### src/rtl/hostbus_slave.sv
module hostbus_slave #(
  parameter int DW  = 8,
  parameter int AW  = 6,
  parameter int SAW = 3
) (
  input  logic           clk,
  input  logic           rst_n,
  input  logic           hb_cs_n,
  input  logic           hb_dir,
  input  logic           hb_stb,
  input  logic           hb_astb,
  input  logic [SAW-1:0] hb_addr,
  input  logic [DW-1:0]  hb_d_in,
  output logic [DW-1:0]  hb_d_out,
  output logic           hb_d_oe,
  output logic           hb_wait,
  output logic [2:0]     mode_o,
  output logic [AW-1:0]  rf_addr,
  output logic           rf_we,
  output logic [DW-1:0]  rf_wdata,
  output logic           rf_re,
  input  logic [DW-1:0]  rf_rdata
);
  localparam int PW = AW - SAW;
  localparam int IW = 4 + SAW + DW;
  localparam logic [2:0] M_SEP2 = 3'd0, M_SEP1 = 3'd1, M_MUX2 = 3'd2,
                         M_MUX1 = 3'd3, M_EPP = 3'd4, M_NONE = 3'd7;

  logic [IW-1:0]  sy1, sy2;
  logic           s_cs, s_dir, s_stb, s_astb;
  logic [SAW-1:0] s_a;
  logic [DW-1:0]  s_d;

  always_ff @(posedge clk or negedge rst_n)
    if (!rst_n) begin
      sy1 <= '1;
      sy2 <= '1;
    end else begin
      sy1 <= {hb_cs_n, hb_dir, hb_stb, hb_astb, hb_addr, hb_d_in};
      sy2 <= sy1;
    end

  assign {s_cs, s_dir, s_stb, s_astb, s_a, s_d} = sy2;

  logic q_stb, q_astb;
  always_ff @(posedge clk or negedge rst_n)
    if (!rst_n) begin
      q_stb  <= 1'b1;
      q_astb <= 1'b1;
    end else begin
      q_stb  <= s_stb;
      q_astb <= s_astb;
    end

  wire stb_rise  = s_stb & ~q_stb;
  wire astb_rise = s_astb & ~q_astb;

  logic [1:0] dcnt;
  logic [2:0] det;
  always_comb begin
    if (!s_cs && s_astb)  det = M_EPP;
    else if (&s_a)        det = s_dir ? M_MUX2 : M_MUX1;
    else                  det = s_dir ? M_SEP2 : M_SEP1;
  end

  always_ff @(posedge clk or negedge rst_n)
    if (!rst_n) begin
      mode_o <= M_NONE;
      dcnt   <= '0;
    end else if (mode_o == M_NONE) begin
      if (dcnt == 2'd2) mode_o <= det;
      else              dcnt   <= dcnt + 2'd1;
    end

  wire is_sep = (mode_o == M_SEP2) || (mode_o == M_SEP1);
  wire is_mux = (mode_o == M_MUX2) || (mode_o == M_MUX1);
  wire is_epp = (mode_o == M_EPP);

  logic [PW-1:0] page;
  logic [AW-1:0] areg;
  logic [DW-1:0] wdat;
  logic          wr_go, rd_act;

  always_comb begin
    wr_go  = 1'b0;
    rd_act = 1'b0;
    case (mode_o)
      M_SEP2, M_MUX2: begin
        wr_go  = stb_rise & ~s_cs;
        rd_act = ~s_cs & ~s_dir;
      end
      M_SEP1, M_MUX1: begin
        wr_go  = stb_rise & ~s_cs & ~s_dir;
        rd_act = ~s_cs & ~s_stb & s_dir;
      end
      M_EPP: begin
        wr_go  = stb_rise & ~s_dir;
        rd_act = s_dir & (~s_stb | ~s_astb);
      end
      default: ;
    endcase
  end

  wire page_hit = is_sep && (s_a == '0);
  wire addr_rd  = is_epp && !s_astb;

  always_ff @(posedge clk or negedge rst_n)
    if (!rst_n) begin
      wdat <= '0;
      page <= '0;
      areg <= '0;
    end else begin
      if (!s_stb || (is_epp && !s_astb)) wdat <= s_d;
      if (wr_go && page_hit)             page <= wdat[PW-1:0];
      if (is_mux && s_astb)              areg <= s_d[AW-1:0];
      if (is_epp && astb_rise && !s_dir) areg <= wdat[AW-1:0];
    end

  always_ff @(posedge clk or negedge rst_n)
    if (!rst_n) hb_wait <= 1'b0;
    else        hb_wait <= is_epp & (~s_stb | ~s_astb);

  assign rf_addr  = is_sep ? {page, s_a} : areg;
  assign rf_we    = wr_go & ~page_hit;
  assign rf_wdata = wdat;
  assign rf_re    = rd_act & ~page_hit & ~addr_rd;
  assign hb_d_oe  = rd_act;
  assign hb_d_out = !rd_act  ? '0 :
                    page_hit ? {{(DW-PW){1'b0}}, page} :
                    addr_rd  ? {{(DW-AW){1'b0}}, areg} : rf_rdata;
endmodule


### config.mk
export PLATFORM = sky130hd
export DESIGN_NAME = hostbus_slave
export DESIGN_NICKNAME = d
export VERILOG_FILES = /design/src/rtl/hostbus_slave.sv
export SDC_FILE = /design/constraint.sdc
export NUM_CORES = 1
export LEC_CHECK = 0
export BUFFER_PORTS_ARGS = -buffer_cell sky130_fd_sc_hd__buf_2
export CAP_MARGIN = 20
export CORE_MARGIN = 2
export CORE_UTILIZATION = 55
export DETAILED_ROUTE_END_ITERATION = 8
export GPL_TIMING_DRIVEN = 0
export PLACE_DENSITY_LB_ADDON = 0.3
export SYNTH_ARGS = -nofsm -noshare
export SYNTH_HDL_FRONTEND = slang
export SYNTH_SLANG_ARGS = --single-unit
### constraint.sdc
create_clock -name clk -period 5.05 [get_ports clk]
set_clock_uncertainty 0.05 [all_clocks]
set_input_delay 0.505 -clock clk [delete_from_list [all_inputs] [get_ports clk]]
set_output_delay 0.505 -clock clk [all_outputs]
set_load 0.01 [all_outputs]
==> results.py <==
metrics = {
    "clock_network": {
        "clock_sinks": 55,
        "cts-root-to-sink-buffers": 2,
        "clk_pin_slew_worst_paths_ns": 0.09,
        "clkLatencyLatePin_ns": 0.30,
        "ctsRootBufferMaster": "sky130_fd_sc_hd__clkbuf_8",
        "post_cts_resize_count": 0,
        "cts_setup_buffers": 0,
        "number_of_clock_buffers_inserted_by_tritoncts": 5,
        "cts_hold_buffers": 0,
        "ctsHtreeMaxLevel": 2,
        "clock_tree_from_tritoncts": "yes",
    },
    "job": {
        "maxCapViolCount": 0,
    },
    "cells_and_area": {
        "final_layout_size_suffix_gt1_share_pct": 59.2,
        "net_count_reported_at_finish": 238,
        "num_antenna_cells": 0,
        "finish.instance_area_um2": 2630,
        "area.growth.synth_to_final_pct": 19.5,
    },
    "grt": {
        "grt_start_max_net_pins": 56,
        "groute.usage.overall_pct": 19.2,
        "number_of_antenna_violations_at_the_first_check_in_global_routing": 0,
        "grt_pass1_wl_mm": 6.24,
        "first_global_vias": 1425,
        "grt.overflow.total": 0,
    },
    "synthesis": {
        "syn-mean-instance-area_um2": 14.6,
        "async_flop_share_pct": 100,
        "netlist_area_um2": 2200,
        "synthDistinctLibCells": 37,
        "synth_top_cell_by_area": "sky130_fd_sc_hd__dfstp_2",
        "netlist_top_cells_area": "sky130_fd_sc_hd__dfstp_2, sky130_fd_sc_hd__dfrtp_1, sky130_fd_sc_hd__mux2_2, sky130_fd_sc_hd__a21o_1, sky130_fd_sc_hd__a22o_1",
        "synth.ff_latch_count": 55,
        "yosys.area.top_type_share_pct": 41.8,
        "synth.yosys.seq_area_share_pct": 64.5,
        "synthesis.instances": 151,
        "synth-edff-count": 0,
        "ys.warnings.count": 0,
        "synth_nets": 177,
        "ys_dominant_reg_cell": "sky130_fd_sc_hd__dfstp_2",
    },
    "setup_path": {
        "reg2reg_setup_slack_ns": 2.85,
        "path_cells": "buf_4 > or3b_1 > buf_6 > o21ai_4 > a32oi_4 > nor3_1 > buf_2",
        "cp_slowest_cell": "sky130_fd_sc_hd__dfstp_2",
        "regToRegStartpoint": "mode_o[2]$_DFFE_PN1P_",
        "critical-path-top-delay-family": "simple AND/OR/NAND/NOR gates",
        "path_class": "flop to output port",
        "cp_slowest_stage_delay_ns": 0.53,
        "critPathLaunchType": "flop",
        "timing.critical_path.to_type": "output port",
        "critPathMaxFanout": 9,
        "worst-path-buf-inv": 3,
        "worstPathArrival_ns": 2.51,
        "crit_start": "mode_o[2]$_DFFE_PN1P_",
        "data_required_time_of_the_critical_path_ns": 4.49,
    },
    "sta": {
        "setup_viol_count_final": 0,
        "totalNegativeSetupSlack_ns": 0,
        "finalCriticalPeriod_ns": 3.06,
        "maxSlewViolCount": 0,
        "tightestPinTransition_ns": 0.561,
        "hold-worst-slack_ns": 0.133,
        "timing.fmax_mhz": 327,
        "finalHoldViolCount": 0,
        "relSlewSlack_pct": 62.5,
        "timing.final.crit_share_pct": 60.6,
        "grt_setup_unrepaired": "no",
    },
    "place": {
        "finalWeightedCongestion": 0.801,
        "placement_stage_cell_area_um2": 2530,
        "post-dp-hpwl_mm": 2.89,
        "portBuffers": 53,
    },
    "route": {
        "detail_route.wl_per_cell_um": 15.0,
        "remaining_drc_errors": 0,
        "wirelength_mm": 3.92,
        "ant_nets": 0,
        "number_of_search_and_repair_iterations_in_the_first_detailed_routing_pass": 6,
        "route.detailed.vias_per_inst": 5.55,
        "drt_iter0_markers": 96,
        "vias": 1448,
    },
    "floorplan": {
        "floorplan.die_area_um2": 4520,
        "die_y_um": 67.3,
        "effective_utilization_at_floorplan_pct": 58.8,
        "i_o_pin_count": 54,
        "core_um2": 3740,
        "die_w_um": 67.3,
        "std_cell_rows": 22,
    },
    "pwr": {
        "irDropWorstVdd_mv": 0.229,
        "power_per_cell_area_nw_per_um2": 303,
        "p_total_uw": 797,
        "cellLeakagePower_uw": 0.00124,
    },
    "run_status": {
        "status": "complete, no violations",
    },
    "hold_path": {
        "hp-class": "input pin to async pin",
    },
}
-- final timing paths --
kind / cells after the start / end
worst min-delay path: 1 / rf_wdata[6]$_DFFE_PN0P_
min in group clk: 1 / sy1[3]$_DFF_PN1_
max in group asynchronous: 2 / q_stb$_DFF_PN1_
worst max register to register: 6 / page[1]$_DFFE_PN0P_
worst max-delay path: 7 / hb_d_out[4]
worst min register to register: 0 / sy2[4]$_DFF_PN1_
-- placed cells by master (no fill, tap or decap), drive strengths merged, types with 2 or more instances in the layout --
| cell | instances |
|---|---|
| nor3 | 4 |
| nor2 | 10 |
| a22o | 6 |
| clkbuf | 8 |
| buf | 58 |
| dfstp | 35 |
| mux2i | 3 |
| nor4b | 3 |
| nand3 | 3 |
| and2 | 4 |
| a311oi | 3 |
| a21o | 7 |
| nand2 | 7 |
| o21a | 2 |
| dfrtp | 20 |
| o21ai | 6 |
| inv | 3 |
| mux2 | 17 |
-- cells by family (layout without fill, tap and decap cells) --
logic type               after synthesis  count (layout)  share of synthesized area [%]
adder cells (fa/ha/maj)                1               1                          0.568
flip-flops                            55              55                           64.5
AO/OA/AOI/OAI                         29              29                           11.4
XOR/XNOR                               1               1                          0.398
multiplexers                          20              20                           10.1
buffers and inverters                  8              70                           2.33
AND/OR/NAND/NOR                       37              37                           10.7
-- cells in the mapped netlist (2+ instances only) --
| master | number |
|---|---|
| sky130_fd_sc_hd__nor4b_4 | 2 |
| sky130_fd_sc_hd__buf_6 | 2 |
| sky130_fd_sc_hd__mux2_2 | 17 |
| sky130_fd_sc_hd__nand2_1 | 7 |
| sky130_fd_sc_hd__and2_1 | 4 |
| sky130_fd_sc_hd__inv_1 | 2 |
| sky130_fd_sc_hd__mux2i_1 | 3 |
| sky130_fd_sc_hd__o21a_1 | 2 |
| sky130_fd_sc_hd__a22o_1 | 6 |
| sky130_fd_sc_hd__a311oi_1 | 3 |
| sky130_fd_sc_hd__a21o_1 | 7 |
| sky130_fd_sc_hd__dfrtp_1 | 20 |
| sky130_fd_sc_hd__dfstp_2 | 35 |
| sky130_fd_sc_hd__nand3_1 | 3 |
| sky130_fd_sc_hd__nor2_1 | 7 |
| sky130_fd_sc_hd__nor3_1 | 4 |
| sky130_fd_sc_hd__nor2_2 | 3 |
| sky130_fd_sc_hd__o21ai_0 | 5 |
-- area by class of cell --
cell class | instances | area, um2
Buffer | 6 | 43.8
Clock inverter | 2 | 11.3
Clock buffer | 6 | 72.6
Tap cell | 48 | 60.1
Multi-Input combinational cell | 88 | 729
Timing Repair Buffer | 54 | 285
Inverter | 2 | 7.51
Fill cell | 282 | 1110
Sequential cell | 55 | 1420
-- per-stage QoR --
step	setup WS, ns	cells	utilization (%)
3_5_place_dp	2.33	252	67.5
5_1_grt	1.82	261	70.3
3_3_place_gp	2.38	252	67.5
4_1_cts	1.99	260	69.7
2_1_floorplan	2.50	151	-
6_report	1.99	261	70.3
-- worst register-to-register path, delay by kind of cell, from the launching register on --
| kind | cells | cell delay (ns) |
|---|---|---|
| AO/OA/AOI/OAI | 1 | 0.15 |
| buffers and inverters | 2 | 0.31 |
| flip-flops | 1 | 0.53 |
| multiplexers | 1 | 0.38 |
| AND/OR/NAND/NOR | 2 | 0.67 |
-- per-layer routing --
metal / global-route usage, % / wire length [um] / vias to the layer above
met3: 6.33 / 287 / 11
met5: 0 / 0 / -
li1: - / - / 663
met2: 31.9 / 1890 / 57
met1: 22.5 / 1640 / 717
met4: 9.18 / 102 / 0
-- registers in the layout, indices dropped and copies added, names as in the netlist --
name / cells
rf_wdata: 8
q_stb: 1
q_astb: 1
sy2: 15
hb_wait: 1
page: 3
dcnt: 2
areg: 6
sy1: 15
mode_o: 3
-- report_power, final --
group | total (uW) | internal [uW] | switching [uW]
clock network | 226 | 97.4 | 128
logic | 80.0 | 39.1 | 41.0
registers | 491 | 475 | 15.8
(Power assumes the default switching activity.)
